$ cat config.mk
export PLATFORM = sky130hd
export DESIGN_NAME = mc_macrocell
export DESIGN_NICKNAME = d
export VERILOG_FILES = /design/src/rtl/mc_pkg.sv /design/src/rtl/mc_sum_router.sv /design/src/rtl/mc_flop.sv /design/src/rtl/mc_out_sel.sv /design/src/rtl/mc_macrocell.sv
export SDC_FILE = /design/constraint.sdc
export NUM_CORES = 1
export LEC_CHECK = 0
export ABC_AREA = 0
export BUFFER_PORTS_ARGS = -buffer_cell sky130_fd_sc_hd__buf_2
export CORE_AREA = 3 3 40 42
export CTS_CLUSTER_DIAMETER = 120
export DETAILED_ROUTE_END_ITERATION = 6
export DIE_AREA = 0 0 43 45
export HOLD_SLACK_MARGIN = 0.05
export SLEW_MARGIN = 20
export SYNTH_ARGS = -nofsm -noshare
export SYNTH_HDL_FRONTEND = slang
export SYNTH_HIERARCHICAL = 1
export SYNTH_SLANG_ARGS = --single-unit
$ cat constraint.sdc
create_clock -name clk_i -period 1.71 [get_ports clk_i]
set_clock_uncertainty 0.15 [all_clocks]
set_input_delay 0.0855 -clock clk_i [delete_from_list [all_inputs] [get_ports clk_i]]
set_output_delay 0.0855 -clock clk_i [all_outputs]
set_load 0.01 [all_outputs]
$ cat src/rtl/mc_pkg.sv
package mc_pkg;
  localparam int unsigned NUM_SUMS = 3;
  localparam int unsigned CFG_W    = 9;

  typedef enum logic [1:0] {
    MERGE_4  = 2'd0,
    MERGE_8  = 2'd1,
    MERGE_12 = 2'd2,
    MERGE_12B = 2'd3
  } merge_e;

  typedef struct packed {
    logic   pin_clk2;
    logic   pin_clk1;
    logic   t_mode2;
    logic   t_mode1;
    logic   fb_bypass;
    logic   active_low;
    logic   comb_out;
    merge_e merge;
  } cfg_t;
endpackage

$ cat src/rtl/mc_sum_router.sv
module mc_sum_router
  import mc_pkg::*;
#(
  parameter int unsigned TERMS_PER_SUM = 4
) (
  input  logic [NUM_SUMS*TERMS_PER_SUM-1:0] pterm_i,
  input  merge_e                            merge_i,
  output logic                              dt1_o,
  output logic                              dt2_o
);
  logic [NUM_SUMS-1:0] sum_w;

  for (genvar g = 0; g < NUM_SUMS; g++) begin : g_sum
    assign sum_w[g] = |pterm_i[g*TERMS_PER_SUM +: TERMS_PER_SUM];
  end

  always_comb begin
    unique case (merge_i)
      MERGE_4: begin
        dt1_o = sum_w[0];
        dt2_o = sum_w[1] | sum_w[2];
      end
      MERGE_8: begin
        dt1_o = sum_w[0] | sum_w[1];
        dt2_o = sum_w[2];
      end
      default: begin
        dt1_o = |sum_w;
        dt2_o = 1'b0;
      end
    endcase
  end
endmodule

$ cat src/rtl/mc_flop.sv
module mc_flop (
  input  logic clk_i,
  input  logic rst_ni,
  input  logic dt_i,
  input  logic ck_term_i,
  input  logic pin_clk_i,
  input  logic pin_gate_i,
  input  logic t_mode_i,
  input  logic clr_i,
  input  logic preset_i,
  output logic q_o
);
  logic ck_eff, ck_prev, fire;

  assign ck_eff = ck_term_i & (pin_clk_i | ~pin_gate_i);
  assign fire   = ck_eff & ~ck_prev;

  always_ff @(posedge clk_i or negedge rst_ni) begin
    if (!rst_ni) begin
      q_o     <= 1'b0;
      ck_prev <= 1'b0;
    end else begin
      ck_prev <= ck_eff;
      if (clr_i)         q_o <= 1'b0;
      else if (fire) begin
        if (preset_i)    q_o <= 1'b1;
        else if (t_mode_i) q_o <= q_o ^ dt_i;
        else             q_o <= dt_i;
      end
    end
  end

  p_clear_wins_r8: assert property (@(posedge clk_i) disable iff (!rst_ni)
    clr_i |=> !q_o);

  p_preset_sets_r7: assert property (@(posedge clk_i) disable iff (!rst_ni)
    (!clr_i && fire && preset_i) |=> q_o);

  p_hold_no_edge_r6: assert property (@(posedge clk_i) disable iff (!rst_ni)
    (!clr_i && !fire) |=> $stable(q_o));

  p_toggle_r4: assert property (@(posedge clk_i) disable iff (!rst_ni)
    (!clr_i && fire && !preset_i && t_mode_i && dt_i) |=> (q_o != $past(q_o)));
endmodule

$ cat src/rtl/mc_out_sel.sv
module mc_out_sel (
  input  logic dt1_i,
  input  logic dt2_i,
  input  logic q1_i,
  input  logic q2_i,
  input  logic comb_out_i,
  input  logic active_low_i,
  input  logic fb_bypass_i,
  output logic pin_o,
  output logic fb1_o,
  output logic fb2_o
);
  logic raw_w;

  assign raw_w = comb_out_i ? dt1_i : q1_i;
  assign pin_o = raw_w ^ active_low_i;
  assign fb1_o = q1_i;
  assign fb2_o = fb_bypass_i ? dt2_i : q2_i;
endmodule

$ cat src/rtl/mc_macrocell.sv
module mc_macrocell
  import mc_pkg::*;
#(
  parameter int unsigned TERMS_PER_SUM = 4
) (
  input  logic                              clk_i,
  input  logic                              rst_ni,
  input  logic [NUM_SUMS*TERMS_PER_SUM-1:0] pterm_i,
  input  logic [1:0]                        clr_i,
  input  logic [1:0]                        ck_i,
  input  logic                              oe_term_i,
  input  logic                              preset_i,
  input  logic                              pin_clk_i,
  input  logic [CFG_W-1:0]                  cfg_i,
  output logic                              pin_o,
  output logic                              oe_o,
  output logic                              fb1_o,
  output logic                              fb2_o
);
  localparam int unsigned NUM_REGS = 2;

  cfg_t                cfg;
  logic                dt1, dt2;
  logic [NUM_REGS-1:0] dt_w, q_w, t_mode_w, gate_w;

  assign cfg = cfg_t'(cfg_i);

  mc_sum_router #(.TERMS_PER_SUM(TERMS_PER_SUM)) u_router (
    .pterm_i (pterm_i),
    .merge_i (cfg.merge),
    .dt1_o   (dt1),
    .dt2_o   (dt2)
  );

  assign dt_w     = {dt2, dt1};
  assign t_mode_w = {cfg.t_mode2, cfg.t_mode1};
  assign gate_w   = {cfg.pin_clk2, cfg.pin_clk1};

  for (genvar r = 0; r < NUM_REGS; r++) begin : g_reg
    mc_flop u_flop (
      .clk_i      (clk_i),
      .rst_ni     (rst_ni),
      .dt_i       (dt_w[r]),
      .ck_term_i  (ck_i[r]),
      .pin_clk_i  (pin_clk_i),
      .pin_gate_i (gate_w[r]),
      .t_mode_i   (t_mode_w[r]),
      .clr_i      (clr_i[r]),
      .preset_i   (preset_i),
      .q_o        (q_w[r])
    );
  end

  mc_out_sel u_out (
    .dt1_i        (dt1),
    .dt2_i        (dt2),
    .q1_i         (q_w[0]),
    .q2_i         (q_w[1]),
    .comb_out_i   (cfg.comb_out),
    .active_low_i (cfg.active_low),
    .fb_bypass_i  (cfg.fb_bypass),
    .pin_o        (pin_o),
    .fb1_o        (fb1_o),
    .fb2_o        (fb2_o)
  );

  assign oe_o = oe_term_i;

  p_comb_route_r9: assert property (@(posedge clk_i) disable iff (!rst_ni)
    (cfg_i[2] && !cfg_i[3] && cfg_i[1:0] == 2'd0)
      |-> (pin_o == |pterm_i[TERMS_PER_SUM-1:0]));
endmodule

==> run metrics <==
outcome completed; vias in the first global route 388; crit path time final 1.65 ns; Max FO, Critical Path 3; Worst Reg-to-Reg Cells 3; hold path depth 3; WS Path Type input port to output pin; Pre-Repair DR Iteration Count 2; Root Driver clkbuf_4; post-synthesis sequential area ratio 28.9%; PortBufs 31; Pwr Density 525 nW/um^2; die area 1940 sq um; DRT Wirelength 971 um; clk sinks 4; cell count after synthesis 38; nets@finish 110; Worst setup SP type input port; Power Total 0.324 mW; Yosys Warn Count 6; reg-to-reg endpoint g_reg[1].u_flop/q_o; Via density 4.57; kind of end point of the critical path output pin; max-cap violations 0; maximum VDD drop 0.206 mV; worst hold path endpoint g_reg[1].u_flop/ck_prev; share of cells above drive strength 1 57.7%; insertion delay to the later sink of the worst-skew pair 0.24 ns; post-route ant nets 0; I/O Pins 34; Worst Tran Pin Value 0.331 ns; setup TNS 0 ns; largest net degree at the start of global routing 5; P_leak 0.303 nW; CTS Buf Count 3; Synth cell types 20; Placer Congestion 0.688; vias after detailed routing 425; die height 45 um; worst reg2reg setup slack 0.51 ns; worst r2r src g_reg[1].u_flop/q_o; Fin. Hold Viols 0; area added between synthesis and finish 78.3%; Final Non-Filler Cells 93; DRC 0; Clock Path Buffers 2; global-route wire length before repair 1480 um; CTS tree done; final worst path period share 96.7%; # placed instances 82; Reg area 100 sq um; drt wl/cell 10.4 um; Starting Density 27.0%; max_slew headroom 77.7%; Mapped Area 347 sq um; # diodes 0; Seq cells post-synth 4; initial antenna violation count 0; core area 1280 sq um; hpwl dp 770 um; Mapped Nets 68; WP data required 1.47 ns; Remaining Overflow, GRT 0; Tightest Hold Check Type input port to flip-flop; Setup violations, final 0; DR iter-0 viols 3; fmax 605 MHz; H-tree depth 1; Mean Syn Cell Area 9.12 sq um; die span in x 43 um; hold wc startpoint cfg_i[8]; number of fill cells 121; critical path arrival 1.42 ns; Multi-input gate area 226 sq um; Slew Limit Fails 0; unrepaired setup endpoints after global routing yes; Cell Rows 13; GRT Total Usage 10.9%; Worst-path clk slew 0.04 ns
-- synth_stat cells --
library cell  n  area share (%)
nor2b_1       2             3.6
inv_1         3             3.2
a31oi_1       2             3.6
dfrtp_1       4              29
nor2_1        4             4.3
xnor2_1       1             2.5
o21ai_1       1             1.4
nor4_1        1             1.8
a21oi_2       1             2.5
and3_4        2             6.5
and2_1        2             3.6
a21oi_1       1             1.4
nor3b_2       2             7.2
mux2_2        1             3.2
or2_0         2             3.6
nand2b_1      2             3.6
or4_4         2             6.5
mux2i_1       1             2.9
o2111ai_1     2             5.1
buf_4         2             4.3
-- placed cells by master (no fill, tap or decap) --
cell type | Yosys | layout
nor4_1 | 1 | 1
and3_4 | 2 | 2
dlygate4sd3_1 | 0 | 7
xnor2_1 | 1 | 1
nor3b_2 | 2 | 2
buf_2 | 0 | 30
a21oi_2 | 1 | 1
dfrtp_1 | 4 | 4
clkbuf_4 | 0 | 3
o21ai_2 | 0 | 1
or4_4 | 2 | 2
a31oi_1 | 2 | 2
nor2_2 | 0 | 1
buf_4 | 2 | 1
inv_1 | 3 | 3
nor2b_1 | 2 | 2
buf_6 | 0 | 1
nor2_1 | 4 | 3
mux2_2 | 1 | 1
or2_0 | 2 | 2
a21oi_1 | 1 | 1
o2111ai_1 | 2 | 2
nand2b_1 | 2 | 2
and2_1 | 2 | 2
mux2i_1 | 1 | 1
-- per-stage QoR --
step	utilization [%]	hold slack (ns)	instance area, sq um	setup WS (ns)
3_3_place_gp	39.3	-0.253	505	-0.0350
3_5_place_dp	39.3	-0.255	505	-0.0695
4_1_cts	46.8	0.0512	602	0.0183
2_1_floorplan	-	-0.360	347	0.118
6_report	48.1	0.0509	618	0.0571
5_1_grt	48.1	0.0831	618	-0.0397
-- kinds of logic after synthesis --
group | count (synthesis) | share of synthesized area (%)
and+or+nand+nor | 19 | 40.8
xor gates and xnor gates | 1 | 2.53
DFF | 4 | 28.9
AOI/OAI and AO/OA | 7 | 14.1
buffers and inverters | 5 | 7.58
muxes | 2 | 6.14
-- what timing repair did --
action	4_1_cts	5_1_grt
hold endpoints to repair	9	0
endpoints found under the setup margin	1	1
setup buffers	0	1
hold buffers	7	0
pin swaps	0	4
gates resized for setup	1	2
-- how the worst max path moves through the flow --
| stage | from | endpoint | slack, ns | depth (start not counted) |
|---|---|---|---|---|
| floorplan | pterm_i[5] | g_reg[0].u_flop/q_o | 0.12 | 6 |
| global placement | pterm_i[5] | g_reg[0].u_flop/q_o | -0.03 | 7 |
| detailed placement | pterm_i[5] | g_reg[0].u_flop/q_o | -0.07 | 7 |
| CTS | pterm_i[5] | pin_o | 0.02 | 7 |
| global route | pterm_i[6] | pin_o | -0.04 | 7 |
| finish | pterm_i[6] | pin_o | 0.06 | 7 |
-- flip-flops by register name (all words and copies together), names as in the netlist --
register	flops
g.u_flop/ck_prev	2
g.u_flop/q_o	2
-- report_power, final --
| group | internal, mW | total (mW) | switching [mW] |
|---|---|---|---|
| logic | 0.0599 | 0.0980 | 0.0381 |
| clock network | 0.0787 | 0.121 | 0.0422 |
| registers | 0.102 | 0.105 | 0.00387 |
-- worst max-delay path: stages --
cell and delay, ns:
buf_6 0.09, or4_4 0.55, a21oi_2 0.15, o21ai_2 0.09
mux2i_1 0.19, xnor2_1 0.13, buf_2 0.14
-- per-layer routing --
metal  vias to the layer above  global-route usage (%)  wire, um
met5                         -                       0         0
met4                         0                    12.7        40
met3                         4                    5.18       144
met2                        30                    16.5       422
met1                       175                    9.95       362
li1                        216                       -         -
-- layout make-up --
| class | count | share of cell area (%) |
|---|---|---|
| timing repair buffer | 39 | 38.7 |
| multi-input combinational | 29 | 36.6 |
| clock buffer | 3 | 3.64 |
| tap | 15 | 3.04 |
| inverter | 3 | 1.82 |
| sequential | 4 | 16.2 |
Note: power is estimated with default switching activity, not from simulation.
